==> config.mk <==
export PLATFORM = sky130hd
export DESIGN_NAME = nec_ir_tx
export DESIGN_NICKNAME = d
export VERILOG_FILES = /design/src/rtl/nec_tx_pkg.sv /design/src/rtl/nec_tx_arb.sv /design/src/rtl/nec_tx_regs.sv /design/src/rtl/nec_tx_frame.sv /design/src/rtl/nec_ir_tx.sv
export SDC_FILE = /design/constraint.sdc
export NUM_CORES = 1
export LEC_CHECK = 0
export ABC_AREA = 1
export BUFFER_PORTS_ARGS = -buffer_cell sky130_fd_sc_hd__buf_2
export CAP_MARGIN = 10
export CORE_UTILIZATION = 50
export CTS_CLUSTER_SIZE = 12
export DETAILED_ROUTE_END_ITERATION = 7
export PLACE_DENSITY = 0.67
export SLEW_MARGIN = 0
export SYNTH_ARGS = -nofsm -noshare
export SYNTH_HDL_FRONTEND = slang
export SYNTH_HIERARCHICAL = 1
export SYNTH_SLANG_ARGS = --single-unit
==> constraint.sdc <==
create_clock -name clk -period 7.1 [get_ports clk]
set_input_delay 1.775 -clock clk [delete_from_list [all_inputs] [get_ports clk]]
set_output_delay 1.775 -clock clk [all_outputs]
set_load 0.01 [all_outputs]
==> src/rtl/nec_tx_pkg.sv <==
package nec_tx_pkg;

    localparam int DUR_W  = 16;
    localparam int PER_W  = 18;
    localparam int RPT_W  = 16;
    localparam int PAY_W  = 32;
    localparam int BIT_W  = $clog2(PAY_W);
    localparam int ADDR_W = 4;

    localparam logic [3:0] FMT_SHORT_RPT = 4'd0;
    localparam logic [3:0] FMT_FULL_RPT  = 4'd1;

    localparam logic [ADDR_W-1:0] A_CTRL   = 'd0;
    localparam logic [ADDR_W-1:0] A_RPT    = 'd1;
    localparam logic [ADDR_W-1:0] A_PERIOD = 'd2;
    localparam logic [ADDR_W-1:0] A_LEAD   = 'd3;
    localparam logic [ADDR_W-1:0] A_RSPACE = 'd4;
    localparam logic [ADDR_W-1:0] A_BMARK  = 'd5;
    localparam logic [ADDR_W-1:0] A_BSPACE = 'd6;
    localparam logic [ADDR_W-1:0] A_PAY    = 'd7;
    localparam logic [ADDR_W-1:0] A_ARB    = 'd8;
    localparam logic [ADDR_W-1:0] A_STS    = 'd9;
    localparam logic [ADDR_W-1:0] A_IEN    = 'd10;

    typedef enum logic [2:0] {
        S_IDLE,
        S_LMARK,
        S_LSPACE,
        S_BMARK,
        S_BSPACE,
        S_RSPACE,
        S_STOP,
        S_GAP
    } tx_state_e;

    typedef struct packed {
        logic             en;
        logic             inact;
        logic [3:0]       fmt;
        logic [RPT_W-1:0] rpt;
        logic [PER_W-1:0] period;
        logic [DUR_W-1:0] lead_mark;
        logic [DUR_W-1:0] lead_space;
        logic [DUR_W-1:0] rpt_space;
        logic [DUR_W-1:0] bit_mark;
        logic [DUR_W-1:0] zero_space;
        logic [DUR_W-1:0] one_space;
        logic [PAY_W-1:0] payload;
    } tx_cfg_t;

endpackage

==> src/rtl/nec_tx_arb.sv <==
module nec_tx_arb #(
    parameter int NUM_CH = 8,
    parameter int CH_ID  = 0
) (
    input  logic              clk,
    input  logic              rst_n,
    input  logic              wr_i,
    input  logic [31:0]       wdata_i,
    output logic              owned_o,
    output logic [NUM_CH-1:0] grant_o,
    output logic [NUM_CH-1:0] lock_o,
    output logic [31:0]       rd_o
);

    typedef struct packed {
        logic [NUM_CH-1:0] grant;
        logic [NUM_CH-1:0] lock;
    } arb_t;

    arb_t q, d;
    logic [NUM_CH-1:0] req_g, req_l;
    logic              is_free;

    always_comb begin
        d       = q;
        req_g   = wdata_i[NUM_CH-1:0];
        req_l   = wdata_i[16 +: NUM_CH];
        is_free = (q.grant == '0) && (q.lock == '0);
        if (wr_i) begin
            if (wdata_i == '0) begin
                d = '0;
            end else if (is_free && $onehot(req_g) && (req_g == req_l)) begin
                d.grant = req_g;
                d.lock  = req_l;
            end
        end
    end

    always_ff @(posedge clk or negedge rst_n) begin
        if (!rst_n) q <= '0;
        else        q <= d;
    end

    assign owned_o = q.grant[CH_ID] & q.lock[CH_ID];
    assign grant_o = q.grant;
    assign lock_o  = q.lock;
    assign rd_o    = {16'(q.lock), 16'(q.grant)};

endmodule

==> src/rtl/nec_tx_regs.sv <==
module nec_tx_regs
    import nec_tx_pkg::*;
(
    input  logic              clk,
    input  logic              rst_n,
    input  logic              wr_i,
    input  logic [ADDR_W-1:0] addr_i,
    input  logic [31:0]       wdata_i,
    input  logic              end_i,
    input  logic [31:0]       arb_rd_i,
    output tx_cfg_t           cfg_o,
    output logic              sts_o,
    output logic              irq_o,
    output logic [31:0]       rdata_o
);

    typedef struct packed {
        tx_cfg_t cfg;
        logic    sts;
        logic    ien;
    } regs_t;

    regs_t       q, d;
    logic [15:0] ctrl_now, ctrl_new;

    function automatic logic [15:0] masked(input logic [15:0] old, input logic [31:0] w);
        return (old & ~w[31:16]) | (w[15:0] & w[31:16]);
    endfunction

    assign ctrl_now = {8'h00, q.cfg.fmt, 1'b0, q.cfg.inact, 1'b0, q.cfg.en};
    assign ctrl_new = masked(ctrl_now, wdata_i);

    always_comb begin
        d = q;
        if (wr_i) begin
            case (addr_i)
                A_CTRL: begin
                    d.cfg.en    = ctrl_new[0];
                    d.cfg.inact = ctrl_new[2];
                    d.cfg.fmt   = ctrl_new[7:4];
                end
                A_RPT:    d.cfg.rpt    = masked(q.cfg.rpt, wdata_i);
                A_PERIOD: d.cfg.period = wdata_i[PER_W-1:0];
                A_LEAD: begin
                    d.cfg.lead_mark  = wdata_i[DUR_W-1:0];
                    d.cfg.lead_space = wdata_i[16 +: DUR_W];
                end
                A_RSPACE: d.cfg.rpt_space = wdata_i[DUR_W-1:0];
                A_BMARK:  d.cfg.bit_mark  = wdata_i[DUR_W-1:0];
                A_BSPACE: begin
                    d.cfg.zero_space = wdata_i[DUR_W-1:0];
                    d.cfg.one_space  = wdata_i[16 +: DUR_W];
                end
                A_PAY:    d.cfg.payload = wdata_i[PAY_W-1:0];
                A_IEN:    d.ien = wdata_i[0];
                A_STS:    if (wdata_i[0]) d.sts = 1'b0;
                default: ;
            endcase
        end
        if (end_i) d.sts = 1'b1;
    end

    always_ff @(posedge clk or negedge rst_n) begin
        if (!rst_n) q <= '0;
        else        q <= d;
    end

    always_comb begin
        case (addr_i)
            A_CTRL:   rdata_o = {16'h0000, ctrl_now};
            A_RPT:    rdata_o = 32'(q.cfg.rpt);
            A_PERIOD: rdata_o = 32'(q.cfg.period);
            A_LEAD:   rdata_o = {16'(q.cfg.lead_space), 16'(q.cfg.lead_mark)};
            A_RSPACE: rdata_o = 32'(q.cfg.rpt_space);
            A_BMARK:  rdata_o = 32'(q.cfg.bit_mark);
            A_BSPACE: rdata_o = {16'(q.cfg.one_space), 16'(q.cfg.zero_space)};
            A_PAY:    rdata_o = 32'(q.cfg.payload);
            A_ARB:    rdata_o = arb_rd_i;
            A_STS:    rdata_o = {31'd0, q.sts};
            A_IEN:    rdata_o = {31'd0, q.ien};
            default:  rdata_o = '0;
        endcase
    end

    assign cfg_o = q.cfg;
    assign sts_o = q.sts;
    assign irq_o = q.sts & q.ien;

endmodule

==> src/rtl/nec_tx_frame.sv <==
module nec_tx_frame
    import nec_tx_pkg::*;
(
    input  logic      clk,
    input  logic      rst_n,
    input  logic      tick_i,
    input  logic      owned_i,
    input  tx_cfg_t   cfg_i,
    output tx_state_e state_o,
    output logic      end_o,
    output logic      pin_o
);

    typedef struct packed {
        tx_state_e        st;
        logic [DUR_W-1:0] cnt;
        logic [BIT_W-1:0] bitn;
        logic [RPT_W-1:0] left;
        logic [PER_W-1:0] per;
        logic             rep;
        logic             done;
        logic             pin;
    } frm_t;

    frm_t             q, d;
    logic [DUR_W-1:0] dur;
    logic             run, step, end_c;

    always_comb begin
        d     = q;
        end_c = 1'b0;
        run   = cfg_i.en && owned_i &&
                (cfg_i.fmt == FMT_SHORT_RPT || cfg_i.fmt == FMT_FULL_RPT);

        case (q.st)
            S_LMARK:         dur = cfg_i.lead_mark;
            S_LSPACE:        dur = cfg_i.lead_space;
            S_BMARK, S_STOP: dur = cfg_i.bit_mark;
            S_BSPACE:        dur = cfg_i.payload[q.bitn] ? cfg_i.one_space : cfg_i.zero_space;
            S_RSPACE:        dur = cfg_i.rpt_space;
            default:         dur = '0;
        endcase
        step = tick_i && (({1'b0, q.cnt} + 1'b1) >= {1'b0, dur});

        if (tick_i) d.cnt = q.cnt + 1'b1;
        if (tick_i && q.st != S_IDLE && q.per != '1) d.per = q.per + 1'b1;

        if (!run) begin
            d.st   = S_IDLE;
            d.done = 1'b0;
        end else begin
            case (q.st)
                S_IDLE: if (!q.done) begin
                    d.st   = S_LMARK;
                    d.cnt  = '0;
                    d.per  = '0;
                    d.left = cfg_i.rpt;
                    d.rep  = 1'b0;
                end
                S_LMARK: if (step) begin
                    d.st  = (q.rep && cfg_i.fmt == FMT_SHORT_RPT) ? S_RSPACE : S_LSPACE;
                    d.cnt = '0;
                end
                S_LSPACE: if (step) begin
                    d.st   = S_BMARK;
                    d.bitn = '0;
                    d.cnt  = '0;
                end
                S_BMARK: if (step) begin
                    d.st  = S_BSPACE;
                    d.cnt = '0;
                end
                S_BSPACE: if (step) begin
                    d.cnt = '0;
                    if (q.bitn == BIT_W'(PAY_W - 1)) begin
                        d.st = S_STOP;
                    end else begin
                        d.st   = S_BMARK;
                        d.bitn = q.bitn + 1'b1;
                    end
                end
                S_RSPACE: if (step) begin
                    d.st  = S_STOP;
                    d.cnt = '0;
                end
                S_STOP: if (step) begin
                    if (q.left == '0) begin
                        d.st   = S_IDLE;
                        d.done = 1'b1;
                        end_c  = 1'b1;
                    end else begin
                        d.st = S_GAP;
                    end
                end
                S_GAP: if (tick_i && (({1'b0, q.per} + 1'b1) >= {1'b0, cfg_i.period})) begin
                    d.st   = S_LMARK;
                    d.cnt  = '0;
                    d.per  = '0;
                    d.left = q.left - 1'b1;
                    d.rep  = 1'b1;
                end
                default: d.st = S_IDLE;
            endcase
        end

        d.pin = (d.st == S_LMARK || d.st == S_BMARK || d.st == S_STOP) ?
                ~cfg_i.inact : cfg_i.inact;
    end

    always_ff @(posedge clk or negedge rst_n) begin
        if (!rst_n) q <= '0;
        else        q <= d;
    end

    assign state_o = q.st;
    assign end_o   = end_c;
    assign pin_o   = q.pin;

endmodule

==> src/rtl/nec_ir_tx.sv <==
module nec_ir_tx
    import nec_tx_pkg::*;
#(
    parameter int NUM_CH = 8,
    parameter int CH_ID  = 0
) (
    input  logic        clk,
    input  logic        rst_n,
    input  logic        tick_i,
    input  logic        wr_en_i,
    input  logic [3:0]  addr_i,
    input  logic [31:0] wdata_i,
    output logic [31:0] rdata_o,
    output logic        ir_o,
    output logic        irq_o
);

    tx_cfg_t           cfg;
    tx_state_e         state;
    logic              owned, end_pulse, sts;
    logic [NUM_CH-1:0] grant, lock;
    logic [31:0]       arb_rd;

    nec_tx_arb #(.NUM_CH(NUM_CH), .CH_ID(CH_ID)) u_arb (
        .clk     (clk),
        .rst_n   (rst_n),
        .wr_i    (wr_en_i && addr_i == A_ARB),
        .wdata_i (wdata_i),
        .owned_o (owned),
        .grant_o (grant),
        .lock_o  (lock),
        .rd_o    (arb_rd)
    );

    nec_tx_regs u_regs (
        .clk      (clk),
        .rst_n    (rst_n),
        .wr_i     (wr_en_i),
        .addr_i   (addr_i),
        .wdata_i  (wdata_i),
        .end_i    (end_pulse),
        .arb_rd_i (arb_rd),
        .cfg_o    (cfg),
        .sts_o    (sts),
        .irq_o    (irq_o),
        .rdata_o  (rdata_o)
    );

    nec_tx_frame u_frame (
        .clk     (clk),
        .rst_n   (rst_n),
        .tick_i  (tick_i),
        .owned_i (owned),
        .cfg_i   (cfg),
        .state_o (state),
        .end_o   (end_pulse),
        .pin_o   (ir_o)
    );

endmodule

Word-level counts from Yosys, hierarchy flattened:

Index checks and enable logic that the tools add are counted.
W data, S select, Z words.

* input bits: 40
* bits in registers: 247
* word-level logic and storage cells: 168
* output and inout port bits: 34

* $add $sub $neg: 13
* reduce and logical (&&, ||, !) cells: 43
* mux-type cells: 43
* bitwise gates (word level): 9
* $lt $le $gt $ge: 3
* eq/ne operators: 33

Operator list (number)
* $pmux W32 S11: 1
* $pmux W16 S7: 1
* $mux W19: 5
* $pmux W16 S5: 1
* $mux W35: 2
* $pmux W35 S2: 1
* $mux W16: 4
* $mux W56: 1
* $mux W24: 2
* $and A16 B16 Y16: 2
* $logic_not A32 Y1: 1
* $pmux W3 S8: 1
* $reduce_and A2 Y1: 10
* $add A18 B1 Y19 const B: 1
* $ge A19 B18 Y1: 1
* $add A18 B1 Y18 const B: 1
* $mux W18: 1
* $ne A18 B18 Y1 const B: 1
* $add A16 B1 Y17 const B: 1
* $ge A17 B16 Y1: 1
* $add A16 B1 Y16 const B: 1
* $eq A4 B3 Y1 const B: 4
* $logic_not A16 Y1: 1
* $logic_not A8 Y1: 2
* other kinds (37): 97

Depth between registers and ports, before layout:

Gate-level depths: netlist (run 1).

* depth in word-level cells: 13
* mapped depth: 35
* mapped depth without buffers: 32

Cells and area by module:

Netlist (run 1), hierarchy kept.

By module, submodules not included
* nec_tx_regs: seq. area each 4254.1 µm², times used 1, area an instance 9023.7 µm², cells an instance 1167
* nec_tx_frame: seq. area each 1526.5 µm², times used 1, area an instance 5834.3 µm², cells an instance 874
* nec_tx_arb: seq. area each 400.4 µm², times used 1, area an instance 1451.4 µm², cells an instance 221
* nec_ir_tx: seq. area each 0.0 µm², times used 1, area an instance 23.8 µm², cells an instance 6

Least setup slack after synthesis (run 1):

OpenSTA, ideal clock, no wires.

* kind: in2reg
* start: input wdata_i[0]
* end: register u_arb.q, in the netlist u_arb/grant_o[0]
* setup time: 0.117 ns
* required time: 6.983 ns
* stages: 18
* slack: 2.238 ns
* path buffers: 1
* arrival time: 4.745 ns
* cells stage by stage: inv_1 -> fa_1 -> fa_1 -> fa_1 -> inv_1 -> ha_1 -> inv_1 -> fa_1 -> nand2_1 -> nor3_1 -> nand2_1 -> nor2_1 -> nand2_2 -> nand2_4 -> nand2_4 -> buf_6 -> nand2_1 -> nand2_1

* cells in the longest elaborated chain, start to end: 8
* elaborated cells on any way between the ends: 12
* classes of those cells: add/sub (3); eq/ne (2); mux (2); reduce/logical (5)

Ends and longest elaborated chain
* start: declaration: RTL line nec_ir_tx.sv:12 `input logic [31:0] wdata_i,`
* $add A1 B1 Y2 (not written as such): RTL line nec_tx_arb.sv:32 `end else if (is_free && $onehot(req_g) && (req_g == req_l)) begin`
* $add A4 B4 Y4 (not written as such) (2 in a row): RTL line nec_tx_arb.sv:32
* $eq A4 B1 Y1: RTL line nec_tx_arb.sv:32
* $logic_and A1 B1 Y1 (2 in a row): RTL line nec_tx_arb.sv:32
* $reduce_bool A2 Y1 (no line)
* $reduce_and A2 Y1 (no line)
* end signal: assignment: RTL line nec_tx_arb.sv:40 `if (!rst_n) q <= '0;`
* end signal: assignment: RTL line nec_tx_arb.sv:41 `else q <= d;`
* end: declaration: RTL line nec_tx_arb.sv:20 `arb_t q, d;`

Parallel ways exist; a longest one is shown, timed or not. The select of a mux whose other input is x is not followed.
A chain may end at the register's enable or synchronous reset.

Final worst setup path (run 1):

* start: input addr_i[0]
* end: output rdata_o[11]

* cells in the longest elaborated chain, start to end: 2
* elaborated cells on any way between the ends: 12
* classes of those cells: eq/ne (10); mux (1); reduce/logical (1)

Ends and longest elaborated chain
* start: declaration: RTL line nec_ir_tx.sv:11 `input logic [3:0] addr_i,`
* $eq A4 B4 Y1, or another cell as far along: RTL line nec_tx_regs.sv:69 `case (addr_i)`
* $pmux W32 S11 (*): RTL line nec_tx_regs.sv:69
* end: declaration: RTL line nec_ir_tx.sv:13 `output logic [31:0] rdata_o,`

Every way passes the cells marked *; elsewhere a longest branch is shown, timed or not.

==> results of run 1 <==
-- final cells by class --
cell class / instances / area, um2 / share of cell area
sequential: 247 / 6180 / 0.374
multi-input combinational: 1533 / 7490 / 0.453
clock buffer: 45 / 886 / 0.0536
clock inverter: 8 / 109 / 0.00659
tap: 435 / 544 / 0.0329
inverter: 224 / 841 / 0.0509
antenna: 2 / 5.00 / 0.000303
timing repair buffer: 83 / 463 / 0.0280
-- layout by cell type (no fill, tap or decap), types with 24 or more instances in the layout --
master / instances
ha_1: 43
nand3_1: 107
dfrtp_1: 247
nand4_1: 24
o21ai_0: 192
inv_1: 216
buf_2: 72
nand2_1: 734
clkbuf_16: 29
o21ai_1: 32
xor2_1: 31
nor2_1: 177
-- state kept, by name, summed over array words and instances (netlist names), named ones only --
register / flops
u_regs/cfg_o: 146
u_frame/state_o: 3
u_frame/q: 57
u_regs/q: 1
u_frame/pin_o: 1
u_arb/lock_o: 8
u_arb/grant_o: 8
u_regs/sts_o: 1
-- per-stage QoR --
step	utilization	hold slack (ps)	power, W
6_report	0.519	508	0.00433
5_1_grt	0.519	529	0.00458
4_1_cts	0.519	500	0.00434
3_5_place_dp	0.488	490	0.00280
3_3_place_gp	0.488	483	0.00277
2_1_floorplan	-	465	0.00272
-- worst paths after layout --
path	from	to	slack [ps]
setup / recovery	addr_i[0]	rdata_o[11]	1710
hold / removal	u_arb/lock_o[3]	u_arb/lock_o[3]	510
setup reg to reg	u_frame/q[38]	u_frame/q[44]	2310
hold reg to reg	u_arb/lock_o[3]	u_arb/lock_o[3]	510
max in group asynchronous	rst_n	u_frame/q[35]	4490
min in group asynchronous	rst_n	u_regs/cfg_o[42]	1220
-- layer usage --
layer  wire (um)  vias to the layer above  GRT usage  part of all wire
met5           0                        -          0                 0
li1            -                     6727          -                 -
met4        2380                        0      0.134             0.048
met1       20400                     6634      0.399              0.41
met3        4220                      125     0.0511             0.086
met2       22200                      647      0.473              0.45
-- critical path: cells and delay by family --
kind | cells | cell delay (ps)
buffers and inverters | 3 | 390
and+or+nand+nor | 6 | 1440
-- where the power goes --
| group | internal (W) | switching, W | total (W) |
|---|---|---|---|
| clock | 0.000929 | 0.000611 | 0.00154 |
| combinational | 0.000336 | 0.000556 | 0.000892 |
| sequential | 0.00164 | 0.000254 | 0.00190 |
| total | 0.00291 | 0.00142 | 0.00433 |
==> flow_metrics.tcl, run 1 <==
set metrics [dict create \
    htree_levels 1 \
    first_global_vias 13400 \
    cpPeakStageDelay_ps 740 \
    post_dp_cell_area_um2 15500 \
    p_leak_nw 8.56 \
    grt_pass1_wl_um 76700 \
    critPathMaxFanout 27 \
    drt_wl_total_um 49100 \
    slew_violations 0 \
    ioPinCount 74 \
    setup_viol 0 \
    netlist_instances 2265 \
    areaGrowthSynthToFinish_pct 1.28 \
    placementRows 65 \
    cap_violations 0 \
    fp.dieW_um 183 \
    dp_slack_ps 1810 \
    finalHoldViolCount 0 \
    dp.cells 2522 \
    core_um2 31800 \
    critPathSlowestCell "nor2_4" \
    drive_gt1_frac 0.0883 \
    overflow 0 \
    cts_setup_buffers 0 \
    max-clock-path-buffers 3 \
    finClkSkew_ps 39.7 \
    stdcell_area_um2 16500 \
    setup_tns_ps 0 \
    die-area_um2 33300 \
    reg2reg_depth 24 \
    endpoint_kind "output pin" \
    cts.reportedPaths.clkPinSlew_ps 60 \
    cts_sinks 247 \
    cp-start-kind "primary input" \
    outcome "complete, no violations" \
    hold_class "reg2reg" \
    dp_hpwl_um 35400 \
    port_buffers 73 \
    hold_buffers 0 \
    drt.antenna.violating_nets 0 \
    ctsResizeCount 0 \
    path_common_cell "nand2_1" \
    drc_errors 0 \
    layout_min_cycle_time_ps 5390 \
    tightestPinTransition_ps 1220 \
    fillers 3119 \
    cp_cell_sequence "buf_2 -> inv_2 -> nand2_1 -> nor2_4 -> nand2_1 -> nand2_1 -> nor2_1 -> nand2_1 -> buf_2" \
    vias_per_cell 5.48 \
    cts_tree "yes" \
    syn_area_um2 16300 \
    initial_utilization 0.513 \
    cts_buffers 29 \
    hold_depth 2 \
    p_per_area_nw_per_um2 262 \
    slew_headroom 0.183 \
    cts_root_buffer "clkbuf_16" \
    worstSetupPathType "in2out" \
    antenna_found_initial 2 \
    nets 2205 \
    fin_ws_ps 1710 \
    dieHeight_um 183 \
    clk_latency_ps 580 \
    fmax_mhz 186 \
    required_ps 5330 \
    gp_congestion 0.977 \
    irDropWorstVdd_v 0.000223 \
    wl_per_cell_um 19.1 \
    fin_cells 2577 \
    yosys_warnings 6 \
    initialDrtViolationCount 1530 \
    rsz0062_at_grt "false" \
    first_pass_iters 5 \
    vias 14100 \
    cp.arrival_ps 3610 \
    grt_max_degree 164 \
    synth_area_per_cell_um2 7.20 \
    groute.usage.overall 0.298 \
    fin_crit_sh 0.759 \
]
(Power assumes the default switching activity.)
==> run 2: changes to the inputs <==
--- a/config.mk
+++ b/config.mk
@@ -11,7 +11,7 @@
 export CORE_UTILIZATION = 50
 export CTS_CLUSTER_SIZE = 12
 export DETAILED_ROUTE_END_ITERATION = 7
-export PLACE_DENSITY = 0.67
+export PLACE_DENSITY = 0.7
 export SLEW_MARGIN = 0
 export SYNTH_ARGS = -nofsm -noshare
 export SYNTH_HDL_FRONTEND = slang
==> constraint.sdc (replaced) <==
create_clock -name clk -period 4.8 [get_ports clk]
set_input_delay 1.2 -clock clk [delete_from_list [all_inputs] [get_ports clk]]
set_output_delay 1.2 -clock clk [all_outputs]
set_load 0.01 [all_outputs]
==> run 2 against run 1 <==
Clock power grew 45%. Routed wire length down 3.1%. Global-route usage down 0.74 points. First-iteration DRC count fell by 0.13%. Setup slack got worse by 1400 ps. Core utilization rose by 0.32 points. Non-clock buffer count grew 19. Power grew 46%. Combinational power rose by 49%. Sequential share of layout area down 0.23 points. Critical endpoint is now u_frame/q[46]. Largest power group unchanged.
==> flow_metrics.tcl, run 2 (synthesis results as in run 1) <==
set metrics [dict create \
    cts.reportedPaths.clkPinSlew_ps 60 \
    dp.cells 2541 \
    worstSetupPathType "reg2reg" \
    drt_wl_total_um 47600 \
    vias 14300 \
    fmax_mhz 224 \
    power_frac_comb 0.210 \
    ioPinCount 74 \
    core_um2 31800 \
    grt_pass1_wl_um 75000 \
    critPathMaxFanout 16 \
    initialDrtViolationCount 1528 \
    internal_power_w 0.00425 \
    regToRegSetupSlack_ps 330 \
    rsz0062_at_grt "false" \
    cp-start-kind "register" \
    initial_utilization 0.513 \
    port_buffers 73 \
    overflow 0 \
    seqPwrFrac 0.438 \
    layout_min_cycle_time_ps 4470 \
    max-clock-path-buffers 3 \
    grt_max_degree 140 \
    placementRows 65 \
    ctsResizeCount 0 \
    power_w 0.00634 \
    fillers 3041 \
    slew_headroom 0.288 \
    htree_levels 1 \
    cts_setup_buffers 0 \
    clk_latency_ps 570 \
    endpoint_kind "register" \
    hold_class "reg2reg" \
    wl_per_cell_um 18.4 \
    dieHeight_um 183 \
    power_frac_clock 0.352 \
    cts_tree "yes" \
    cts_sinks 247 \
    first_global_vias 13600 \
    post_dp_cell_area_um2 15700 \
    insertedDiodeCount 0 \
    largest_reg_flops 146 \
    setup_viol 0 \
    cts_root_buffer "clkbuf_16" \
    drt.antenna.violating_nets 0 \
    final_common_cell "nand2_1" \
    dp_hpwl_um 34600 \
    p_leak_nw 8.65 \
    outcome "complete, no violations" \
    gp_congestion 0.959 \
    cts_buffers 29 \
    finalHoldViolCount 0 \
    irDropWorstVdd_v 0.000319 \
    antenna_found_initial 2 \
    tightestPinTransition_ps 1060 \
    fp.dieW_um 183 \
    fin_cells 2594 \
    drive_gt1_frac 0.0968 \
    areaGrowthSynthToFinish_pct 1.91 \
    die-area_um2 33300 \
    finClkSkew_ps 22.0 \
    required_ps 5260 \
    p_per_area_nw_per_um2 381 \
    stdcell_area_um2 16600 \
    fin_crit_sh 0.932 \
    cp.arrival_ps 4930 \
    vias_per_cell 5.51 \
    first_pass_iters 6 \
    cap_violations 0 \
    slew_violations 0 \
    setup_tns_ps 0 \
    drc_errors 0 \
    groute.usage.overall 0.291 \
    swShare 0.330 \
    nets 2224 \
    final_cell_mix "nand2_1 (734), dfrtp_1 (247), inv_1 (216), o21ai_0 (192), nor2_1 (178)" \
    net-switching-power_w 0.00209 \
    hold_buffers 0 \
]
run 2: changes by cell type in the layout (fill, tap and decap cells not counted), sizes merged:
| cell | change |
|---|---|
| clkbuf | -6 |
| inv | -1 |
| buf | +19 |
| clkinv | +6 |
| clkinvlp | +1 |
| diode | -2 |
run 2: routing by layer:
layer,GRT usage,up-vias,wire length (um)
met2,0.468,673,21500
li1,-,6742,-
met1,0.376,6728,19300
met3,0.0507,144,4130
met5,0,-,20
met4,0.150,4,2650
run 2: final timing paths:
check                                 from              end  depth (start not counted)
min reg2reg                u_arb/lock_o[2]  u_arb/lock_o[2]                          2
max                          u_frame/q[38]    u_frame/q[46]                         27
min in group asynchronous            rst_n    u_frame/q[47]                          1
min                        u_arb/lock_o[2]  u_arb/lock_o[2]                          2
max in group asynchronous            rst_n      u_regs/q[0]                          2
max reg2reg                  u_frame/q[38]    u_frame/q[46]                         27
run 2: area by class of cell:
| class | count | area [um2] | area share |
|---|---|---|---|
| Sequential cell | 247 | 6180 | 0.372 |
| Clock buffer | 39 | 823 | 0.0495 |
| Multi-Input combinational cell | 1533 | 7480 | 0.450 |
| Timing Repair Buffer | 102 | 606 | 0.0364 |
| Clock inverter | 14 | 145 | 0.00873 |
| Tap cell | 435 | 544 | 0.0327 |
| Inverter | 224 | 841 | 0.0506 |
run 2: power groups by stage:
stage          sequential [W]  clock [W]  combinational, W
2_1_floorplan         0.00268          0           0.00134
5_1_grt               0.00282    0.00234           0.00155
6_report              0.00278    0.00223           0.00133
4_1_cts               0.00277    0.00225           0.00133
3_3_place_gp          0.00280          0           0.00127
3_5_place_dp          0.00280          0           0.00132
run 2: stage by stage:
stage                     setup WS (ps)  utilization  hold WS (ps)
after floorplan                     513            -           465
after global placement              253        0.492           490
after detailed placement            189        0.492           494
after CTS                           542        0.523           508
after global routing               49.4        0.523           524
final                               327        0.523           509
run 2: worst max-delay path: stages, from the launching register on:
cell,delay [ps]
dfrtp_1,560
inv_2,240
o21ai_0,110
o22ai_1,190
o21ai_0,110
o22ai_1,150
nand2_2,190
buf_4,230
nand3b_1,90
nand2_1,40
o21ai_0,470
inv_1,140
ha_1,320
nand2_1,70
inv_1,50
nand2_1,40
nor2_1,120
nand2_1,70
nand3_1,60
nor2_1,50
nand2_2,100
nand2_2,120
nand2_1,130
nand2_1,70
nand2_2,70
nand4_4,260
o211ai_1,190
inv_1,70
